**config.mk**
```make
export PLATFORM = sky130hd
export DESIGN_NAME = spi_rx_status
export DESIGN_NICKNAME = d
export VERILOG_FILES = /design/src/rtl/spi_rx_pkg.sv /design/src/rtl/spi_rx_flag.sv /design/src/rtl/spi_rx_hold.sv /design/src/rtl/spi_rx_irq.sv /design/src/rtl/spi_rx_status.sv
export SDC_FILE = /design/constraint.sdc
export NUM_CORES = 1
export LEC_CHECK = 0
export BUFFER_PORTS_ARGS = -buffer_cell sky130_fd_sc_hd__buf_2
export CORE_MARGIN = 1
export CORE_UTILIZATION = 35
export CTS_BUF_LIST = sky130_fd_sc_hd__clkbuf_8
export DETAILED_ROUTE_END_ITERATION = 16
export GPL_TIMING_DRIVEN = 1
export PLACE_DENSITY_LB_ADDON = 0.25
export SYNTH_ARGS = -nofsm -noshare
export SYNTH_HDL_FRONTEND = slang
export SYNTH_SLANG_ARGS = --single-unit
export TNS_END_PERCENT = 5
```
**constraint.sdc**
```tcl
create_clock -name clk -period 2.3 [get_ports clk]
set_input_delay 0.46 -clock clk [delete_from_list [all_inputs] [get_ports clk]]
set_output_delay 0.46 -clock clk [all_outputs]
set_load 0.05 [all_outputs]
```
**src/rtl/spi_rx_pkg.sv**
```systemverilog
// Shared constants for the SPI receive status tracker.
// Assumes a status word of at least three bits.
package spi_rx_pkg;
    localparam int FULL_BIT = 0;  // receive-full flag position
    localparam int OVR_BIT  = 1;  // overrun flag position
    localparam int MF_BIT   = 2;  // mode-fault mirror position
    localparam int USED_W   = 3;  // status bits in use
endpackage

```
**src/rtl/spi_rx_flag.sv**
```systemverilog
// One status flag with a two-step clear.
// A status read that sees the flag set arms the flag. A later data read
// clears an armed flag. A set event always wins, and it disarms the flag.
// Assumes the strobes are single-cycle and synchronous to clk.
module spi_rx_flag (
    input  logic clk,
    input  logic rst_n,
    input  logic set_ev,
    input  logic stat_rd,
    input  logic data_rd,
    output logic flag_q,
    output logic clr_hit
);
    logic armed_q;

    // A clear is due when the data read comes after an armed status read.
    assign clr_hit = data_rd & armed_q;

    // Flag and armed-bit update: set wins, then clear, then arm.
    always_ff @(posedge clk) begin
        if (!rst_n) begin
            flag_q  <= 1'b0;
            armed_q <= 1'b0;
        end else if (set_ev) begin
            flag_q  <= 1'b1;
            armed_q <= 1'b0;
        end else if (clr_hit) begin
            flag_q  <= 1'b0;
            armed_q <= 1'b0;
        end else if (stat_rd && flag_q) begin
            armed_q <= 1'b1;
        end
    end
endmodule

```
**src/rtl/spi_rx_hold.sv**
```systemverilog
// Receive data holding register. It loads only on an accepted byte.
// Assumes the load strobe is already gated by the overrun logic.
module spi_rx_hold #(
    parameter int DATA_W = 8
) (
    input  logic              clk,
    input  logic              rst_n,
    input  logic              load,
    input  logic [DATA_W-1:0] din,
    output logic [DATA_W-1:0] dout
);
    // Hold register: cleared by reset, written on load.
    always_ff @(posedge clk) begin
        if (!rst_n)
            dout <= '0;
        else if (load)
            dout <= din;
    end
endmodule

```
**src/rtl/spi_rx_irq.sv**
```systemverilog
// Shared interrupt request. The receive enable gates the full flag.
// One error enable gates overrun and mode fault together.
// Assumes the inputs are registered flags or steady control bits.
module spi_rx_irq (
    input  logic full,
    input  logic ovr,
    input  logic modf,
    input  logic rx_ie,
    input  logic err_ie,
    output logic irq
);
    // OR of the enabled sources.
    always_comb begin
        irq = (rx_ie & full) | (err_ie & (ovr | modf));
    end
endmodule

```
**src/rtl/spi_rx_status.sv**
```systemverilog
// SPI receive status tracker: holds the receive data register, the
// receive-full and overrun flags, and the shared receive/error request.
// Assumes rx_done, stat_rd and data_rd are single-cycle strobes and that
// modf_in comes from a flag already registered elsewhere.
module spi_rx_status
    import spi_rx_pkg::*;
#(
    parameter int DATA_W = 8,
    parameter int STAT_W = 8
) (
    input  logic              clk,
    input  logic              rst_n,
    input  logic              rx_done,
    input  logic [DATA_W-1:0] rx_byte,
    input  logic              stat_rd,
    input  logic              data_rd,
    input  logic              rx_ie,
    input  logic              err_ie,
    input  logic              modf_in,
    output logic [STAT_W-1:0] stat_q,
    output logic [DATA_W-1:0] data_q,
    output logic              irq
);
    localparam int PAD_W = STAT_W - USED_W;

    logic full_q, full_clr;
    logic ovr_q, ovr_clr;
    logic accept, overrun;

    // A byte is taken when the holder is empty or is being emptied now.
    assign accept  = rx_done & (~full_q | full_clr);
    assign overrun = rx_done & ~accept;

    spi_rx_flag full_i (
        .clk     (clk),
        .rst_n   (rst_n),
        .set_ev  (accept),
        .stat_rd (stat_rd),
        .data_rd (data_rd),
        .flag_q  (full_q),
        .clr_hit (full_clr)
    );

    spi_rx_flag ovr_i (
        .clk     (clk),
        .rst_n   (rst_n),
        .set_ev  (overrun),
        .stat_rd (stat_rd),
        .data_rd (data_rd),
        .flag_q  (ovr_q),
        .clr_hit (ovr_clr)
    );

    spi_rx_hold #(.DATA_W(DATA_W)) hold_i (
        .clk   (clk),
        .rst_n (rst_n),
        .load  (accept),
        .din   (rx_byte),
        .dout  (data_q)
    );

    spi_rx_irq irq_i (
        .full   (full_q),
        .ovr    (ovr_q),
        .modf   (modf_in),
        .rx_ie  (rx_ie),
        .err_ie (err_ie),
        .irq    (irq)
    );

    // Status read value: the flags and the mode-fault mirror, upper bits zero.
    generate
        if (PAD_W > 0) begin : g_pad
            assign stat_q[STAT_W-1:USED_W] = '0;
        end
    endgenerate
    assign stat_q[FULL_BIT] = full_q;
    assign stat_q[OVR_BIT]  = ovr_q;
    assign stat_q[MF_BIT]   = modf_in;
endmodule

```
==> flow_metrics.tcl, run 1 <==
set metrics [dict create \
    outcome "complete, no violations" \
    fin_crit_ns 1.52 \
    final_util_pct 47.3 \
    ios 33 \
    preCtsSetupSlack_ns 0.590 \
    setup_viol 0 \
    htree_levels 1 \
    core_area_sq_um 1510 \
    ys_seq_area_share_pct 42.4 \
    power_frac_comb_pct 22.2 \
    routed_wl_microns 957 \
    min_path_type "flop to flop" \
    synth_edf_count 0 \
    worst-slew-pin-transition_ns 0.869 \
    cts_resized 0 \
    slew_headroom_pct 41.9 \
    grt_max_degree 21 \
    r2r-start "full_i.flag_q" \
    insertedDiodeCount 0 \
    grt_usage_pct 11.6 \
    cpLargestDelayFamily "simple AND/OR/NAND/NOR gates" \
    seqPwrFrac_pct 39.4 \
    r2r_slack_ns 0.78 \
    max-vdd-ir-drop_mv 0.322 \
    powerDensity_nw_per_um2 814 \
    synthCells 66 \
    yosys_warnings 0 \
    synthArstFlopShare_pct 0 \
    initial_core_util_pct 37.6 \
    fp.dieH_microns 42.2 \
    min_from "hold_i.dout[5]" \
    vias_per_cell 4.52 \
    io_buffers 27 \
    place.gp.congestion 0.651 \
    cts_buffers 3 \
    cp.buffers_inverters 0 \
    start_kind "flop" \
    antenna_left 0 \
    dieArea_sq_um 1780 \
    maxCapViolCount 0 \
    drcViolationCount 0 \
    path_class "flop to flop" \
    rows 14 \
    max_stage_delay_ns 0.68 \
    place_inst 102 \
    layout.nets 107 \
    synth_area_sq_um 567 \
    postCtsSetupRepairBufs 0 \
    cts_num_sinks 12 \
    place_hpwl_microns 671 \
    cts_root_buf "clkbuf_8" \
    min_to "hold_i.dout[5]" \
    path_cells "a21boi_2, nor2b_1, mux2i_1" \
    leakagePower_nw 0.360 \
    r2r_end "hold_i.dout[6]" \
    grt_pass1_vias 407 \
    instances_no_fill 106 \
    dr.first_iter.drc_count 9 \
    antenna_found_initial 0 \
    clk_latency_ns 0.23 \
    rsz0062_at_grt "no" \
    clock_skew_ns 0.00100 \
    firstDrtPassIters 4 \
    synth.ff_latch_count 12 \
    slew_violations 0 \
    p_clk_share_pct 38.4 \
    p_int_mw 0.406 \
    reg2reg_depth 3 \
    synth.avg_cell_area_sq_um 8.59 \
    endpoint_kind "flop" \
    synthFlopType "dfxtp_1" \
    synth.distinct_cells 16 \
    arrival_ns 1.68 \
    min_path_cells 2 \
    p_sw_share_pct 30.0 \
    hold_viol 0 \
    cp.required_ns 2.46 \
    area_growth_pct 25.6 \
    p_sw_mw 0.174 \
    cpMaxStageDelayCell "nor2b_1" \
    cts_hold_buffers 0 \
    clk_pin_slew_ns 0.05 \
    cts_max_path_buffers 2 \
    grt_pass1_wl_mm 1.59 \
    wl_per_cell_microns 9.03 \
    setup_ws_ns 0.779 \
    cts_tree "built" \
    fmax_mhz 657 \
    grt_overflow 0 \
    num_vias 479 \
    final.setup.tns_ns 0 \
    fin_crit_sh_pct 66.2 \
    final_layout_size_suffix_gt1_share_pct 35.6 \
    die_w_microns 42.2 \
    path_max_fanout 8 \
]
power groups by stage:
stage | Sequential, mW | Combinational [mW] | Clock (mW)
detailed placement | 0.233 | 0.129 | 0
global route | 0.230 | 0.137 | 0.242
finish | 0.229 | 0.129 | 0.222
CTS | 0.229 | 0.130 | 0.230
global placement | 0.233 | 0.128 | 0
floorplan | 0.265 | 0.0800 | 0
layout make-up:
type	instances	area, sq um
multi-input combinational	47	262
fill	159	795
timing repair buffer	27	135
tap	16	20.0
clock buffer	4	55.1
sequential	12	240
worst register-to-register path: stages (launching register included):
cell and delay [ns]:
dfxtp_1 0.32, a21boi_2 0.17, nor2b_1 0.68, mux2i_1 0.28
registers in the layout, summed over array words and instances (netlist names):
signal and count:
full_i.armed_q 1, full_i.flag_q 1, hold_i.dout 8, ovr_i.armed_q 1
ovr_i.flag_q 1
cell usage after synthesis (2+ instances only):
| cell | n | share of area (%) |
|---|---|---|
| a21boi_0 | 2 | 2.6 |
| mux2i_1 | 9 | 16 |
| dfxtp_1 | 12 | 42 |
| buf_4 | 8 | 11 |
| nand2_1 | 24 | 16 |
layout by cell type, fill, tap and decap left out, drive strengths merged:
| cell type | Yosys | routed |
|---|---|---|
| and3 | 1 | 1 |
| o21a | 1 | 1 |
| clkbuf | 1 | 4 |
| nand2 | 24 | 24 |
| nor2 | 1 | 1 |
| o21ai | 1 | 1 |
| nor2b | 1 | 1 |
| buf | 10 | 27 |
| conb | 1 | 5 |
| a21boi | 3 | 3 |
| o211ai | 1 | 1 |
| mux2i | 9 | 9 |
| dfxtp | 12 | 12 |
per-layer routing:
metal	up-vias	wire length (microns)	track usage [%]
met5	-	0	0
met4	0	0	5.63
met3	0	106	5.17
met2	28	385	16.0
met1	205	465	15.4
li1	246	-	-
through the flow:
step / power (mW) / hold slack [ns] / area (sq um)
4_1_cts: 0.588 / 0.457 / 712
3_3_place_gp: 0.361 / 0.443 / 657
2_1_floorplan: 0.345 / 0.467 / 582
6_report: 0.580 / 0.453 / 712
5_1_grt: 0.609 / 0.473 / 712
3_5_place_dp: 0.362 / 0.448 / 657
cell families after synthesis:
logic type / after synthesis / synth area share [%]
AND/OR/NAND/NOR: 27 / 18.8
flip-flops: 12 / 42.4
buffers and inverters: 11 / 14.1
multiplexers: 9 / 15.9
AO/OA/AOI/OAI: 6 / 8.17
other: 1 / 0.662
how the worst max path moves through the flow:
stage               depth (start not counted)     startpoint  slack (ns)        endpoint
global placement                            4        data_rd        0.61  hold_i.dout[2]
finish                                      3  full_i.flag_q        0.78  hold_i.dout[6]
global route                                3  full_i.flag_q        0.66  hold_i.dout[0]
CTS                                         3  full_i.flag_q        0.74  hold_i.dout[6]
detailed placement                          4        data_rd        0.59  hold_i.dout[4]
floorplan                                   2        modf_in        0.95             irq
Note: power is estimated with default switching activity, not from simulation.
==> run 2, diff against run 1 <==
clock period = 1.36 ns   (was 2.3 ns; I/O delays follow)
==> run 2 against run 1 <==
  * The run now ends with DRC left
  * Via count fell by 0.21%
  * Non-clock buffer count rose by 5
  * Combinational power rose by 80%
  * Flip-flop and latch count did not move
  * Largest power group unchanged
==> flow_metrics.tcl, run 2 (same netlist as run 1, synthesis figures left out) <==
set metrics [dict create \
    fmax_mhz 793 \
    cts_hold_buffers 0 \
    cpLargestDelayFamily "buffers and inverters" \
    vias_per_cell 4.35 \
    outcome "finished, violations left" \
    layout_commonest_cell "buf_2" \
    final.setup.tns_ns 0 \
    fin_crit_ns 1.26 \
    wl_per_cell_microns 8.43 \
    min_path_cells 3 \
    n_fill_cell 145 \
    fin_crit_sh_pct 92.7 \
    maxCapViolCount 0 \
    holdWs_ns 0.288 \
    antenna_found_initial 0 \
    initial_core_util_pct 37.6 \
    min_path_type "input port to flop" \
    reg2reg_depth 3 \
    firstDrtPassIters 9 \
    worst-slew-pin-transition_ns 0.513 \
    cp.buffers_inverters 2 \
    dr.first_iter.drc_count 2 \
    cts_root_buf "clkbuf_8" \
    cts_max_path_buffers 2 \
    leakagePower_nw 0.379 \
    grt_max_degree 21 \
    clk_latency_ns 0.23 \
    die_w_microns 42.2 \
    drcViolationCount 1 \
    num_vias 478 \
    dieArea_sq_um 1780 \
    postPlaceCellArea_sq_um 694 \
    arrival_ns 0.99 \
    seq_area_sq_um 240 \
    layout.nets 112 \
    top_register "hold_i.dout" \
    endpoint_kind "primary output" \
    power_mw 0.918 \
    cp.required_ns 1.09 \
    antenna_left 0 \
    cp_common_cell "nand2_1" \
    stdcell_area_sq_um 738 \
    place.gp.congestion 0.641 \
    final_cell_mix "27 x buf_2, 24 x nand2_1, 12 x dfxtp_1" \
    place_inst 107 \
    final_util_pct 49.0 \
    powerDensity_nw_per_um2 1240 \
    routed_wl_microns 927 \
    io_buffers 27 \
    fp.dieH_microns 42.2 \
    cts_buffers 3 \
    place_hpwl_microns 703 \
    cpMaxStageDelayCell "dfxtp_1" \
    max-vdd-ir-drop_mv 0.681 \
    cts_num_sinks 12 \
    htree_levels 1 \
    ios 33 \
    setup_viol 0 \
    insertedDiodeCount 0 \
    path_cells "buf_4, nand2_1, nand2_1, buf_2" \
    final_layout_size_suffix_gt1_share_pct 39.4 \
    cts_tree "built" \
    path_max_fanout 3 \
    path_depth 4 \
    start_kind "flop" \
    cts_resized 1 \
    max_stage_delay_ns 0.32 \
    rows 14 \
    instances_no_fill 110 \
    area_growth_pct 30.2 \
    preCtsSetupSlack_ns -0.129 \
    path_class "flop to primary output" \
    largest_reg_flops 8 \
    clock_skew_ns 0.00105 \
    slew_headroom_pct 65.7 \
    violations "DRC" \
    hold_viol 0 \
    core_area_sq_um 1510 \
    setup_ws_ns 0.0992 \
    slew_violations 0 \
    grt_pass1_vias 441 \
    grt_overflow 0 \
    postCtsSetupRepairBufs 0 \
    grt_pass1_wl_mm 1.63 \
    grt_usage_pct 11.8 \
    multi_input_area_sq_um 264 \
    rsz0062_at_grt "no" \
    clk_pin_slew_ns 0.05 \
]
-- run 2: tightest hold or removal path: stages --
cell and delay (ns):
buf_2 0.10, nand2_1 0.04, mux2i_1 0.05
-- run 2: where the power goes --
group | total [mW] | internal [mW] | switching (mW) | leakage, nW
sequential | 0.386 | 0.375 | 0.0109 | 0.0986
combinational | 0.232 | 0.0675 | 0.165 | 0.259
clock | 0.300 | 0.193 | 0.107 | 0.0216
-- run 2: cell type report --
class	instances	area share, %
multi-input cells	47	35.8
flip-flops and latches	12	32.5
repair buffers	32	23.4
clock buffers	3	5.59
well taps	16	2.71
-- run 2: worst paths after layout --
path	from	end	slack, ns
hold / removal	rx_byte[6]	hold_i.dout[6]	0.29
setup reg to reg	full_i.flag_q	hold_i.dout[4]	0.15
setup / recovery	full_i.flag_q	irq	0.1
hold reg to reg	hold_i.dout[7]	hold_i.dout[7]	0.45
-- run 2: routing by layer --
layer | vias to the layer above | routed length (microns) | track usage, % | share of wire (%)
met5 | - | 0 | 0 | 0
li1 | 255 | - | - | -
met2 | 26 | 385 | 19.1 | 42
met1 | 197 | 449 | 14.2 | 48
met3 | 0 | 92 | 3.45 | 9.9
met4 | 0 | 0 | 5.63 | 0
==> run 3, diff against run 2 <==
CORE_MARGIN = 5   (was 1)
HOLD_SLACK_MARGIN = 0.12   (was unset)
==> run 3 against run 2 <==
  * The run now ends clean
  * Largest power group unchanged
  * Die area increased by 41%
  * Sequential power about the same
  * Wire length increased by 22%
  * Highest routed layer unchanged
  * Fmax increased by 0.47%
  * Cell area increased by 2.2%
==> flow_metrics.tcl, run 3 (same netlist as run 1, synthesis figures left out) <==
set metrics [dict create \
    cts_buffers 3 \
    cp.required_ns 1.09 \
    ios 33 \
    path_max_fanout 4 \
    met2_usage_pct 15.5 \
    powerDensity_nw_per_um2 1320 \
    path_class "flop to primary output" \
    initial_core_util_pct 37.2 \
    maxCapViolCount 0 \
    arrival_ns 0.98 \
    grt_pass1_wl_mm 1.94 \
    n_fill_cell 166 \
    cts_max_path_buffers 2 \
    slew_violations 0 \
    busiest_layer "met2" \
    rows 14 \
    num_vias 490 \
    leakagePower_nw 0.387 \
    wl_per_cell_microns 10.2 \
    area_growth_pct 33.1 \
    top_register "hold_i.dout" \
    rsz0062_at_grt "no" \
    clk_latency_ns 0.23 \
    postCtsSetupRepairBufs 0 \
    fin_crit_ns 1.25 \
    final_util_pct 49.5 \
    grt_max_degree 21 \
    io_buffers 27 \
    routed_wl_mm 1.13 \
    dieArea_sq_um 2520 \
    gr-usage-met1_pct 10.9 \
    endpoint_kind "primary output" \
    vias_per_cell 4.41 \
    outcome "complete, no violations" \
    dr.first_iter.drc_count 0 \
    max-vdd-ir-drop_mv 0.585 \
    place_hpwl_microns 891 \
    core_area_sq_um 1520 \
    met3_usage_pct 4.73 \
    slew_headroom_pct 65.7 \
    cts_root_buf "clkbuf_8" \
    setup_viol 0 \
    clock_skew_ns 0.00302 \
    place.gp.congestion 0.698 \
    cts_num_sinks 12 \
    grt_usage_pct 9.69 \
    fp.dieH_microns 50.2 \
    drcViolationCount 0 \
    htree_levels 1 \
    layout_commonest_cell "buf_2" \
    fin_crit_sh_pct 92.3 \
    antenna_left 0 \
    layout.nets 112 \
    firstDrtPassIters 1 \
    antenna_found_initial 0 \
    hold_viol 0 \
    die_w_microns 50.2 \
    final_layout_size_suffix_gt1_share_pct 40.0 \
    start_kind "flop" \
    final_cell_mix "26 x buf_2, 24 x nand2_1, 12 x dfxtp_1" \
    insertedDiodeCount 0 \
    cts_tree "built" \
    grt_overflow 0 \
    largest_reg_flops 8 \
    min_path_type "input port to flop" \
    power_mw 0.997 \
    worst-slew-pin-transition_ns 0.512 \
    fmax_mhz 797 \
    grt_pass1_vias 479 \
    clk_pin_slew_ns 0.05 \
]
run 3: changes by cell type in the layout (fill, tap and decap cells not counted), sizes merged:
cell | previous run | this run
buf | 32 | 31
clkbuf | 3 | 5
run 3: power by group:
| group | switching (mW) | total, mW | internal, mW | leakage (nW) |
|---|---|---|---|---|
| Combinational | 0.165 | 0.234 | 0.0688 | 0.260 |
| Sequential | 0.0112 | 0.385 | 0.374 | 0.0986 |
| Clock | 0.122 | 0.377 | 0.255 | 0.0288 |
| Total | 0.299 | 0.997 | 0.698 | 0.387 |
run 3: what timing repair did:
item | CTS | global route
setup endpoints to repair | 8 | 1
resized for setup | 1 | 1
pin swaps | 0 | 0
hold buffers | 0 | 0
run 3: metal layers:
metal | share of wire (%) | routed length, microns | up-vias
met2 | 44 | 501 | 25
li1 | - | - | 256
met1 | 42 | 469 | 209
met3 | 14 | 156 | 0
met5 | 0 | 0 | -
met4 | 0 | 0 | 0
run 3: per-stage QoR:
step | worst slack (ns) | instance area (sq um) | setup TNS, ns | cells | hold slack, ns
floorplan | 0.321 | 582 | 0 | 70 | 0.396
detailed placement | -0.127 | 694 | -0.742 | 107 | 0.446
global route | 0.0250 | 754 | 0 | 111 | 0.280
finish | 0.105 | 754 | 0 | 111 | 0.279
global placement | -0.104 | 694 | -0.730 | 107 | 0.445
CTS | 0.0816 | 752 | 0 | 111 | 0.278
run 3: cell type report:
cell class,instances,area [sq um],area share (%)
Clock buffer,4,55.1,7.30
Sequential cell,12,240,31.8
Timing Repair Buffer,32,175,23.2
Tap cell,16,20.0,2.65
Multi-Input combinational cell,47,264,35.0
run 3: worst max-delay path: stages (launching register included):
cell	delay [ns]
dfxtp_1	0.32
o21ai_0	0.16
nand2_1	0.06
clkbuf_4	0.20
run 3: worst paths after layout:
check / slack (ns) / cells past startpoint / end / from
worst min register to register: 0.45 / 2 / hold_i.dout[5] / hold_i.dout[5]
worst max register to register: 0.14 / 3 / hold_i.dout[6] / full_i.flag_q
worst min-delay path: 0.28 / 3 / hold_i.dout[4] / rx_byte[4]
worst max-delay path: 0.11 / 3 / irq / ovr_i.flag_q
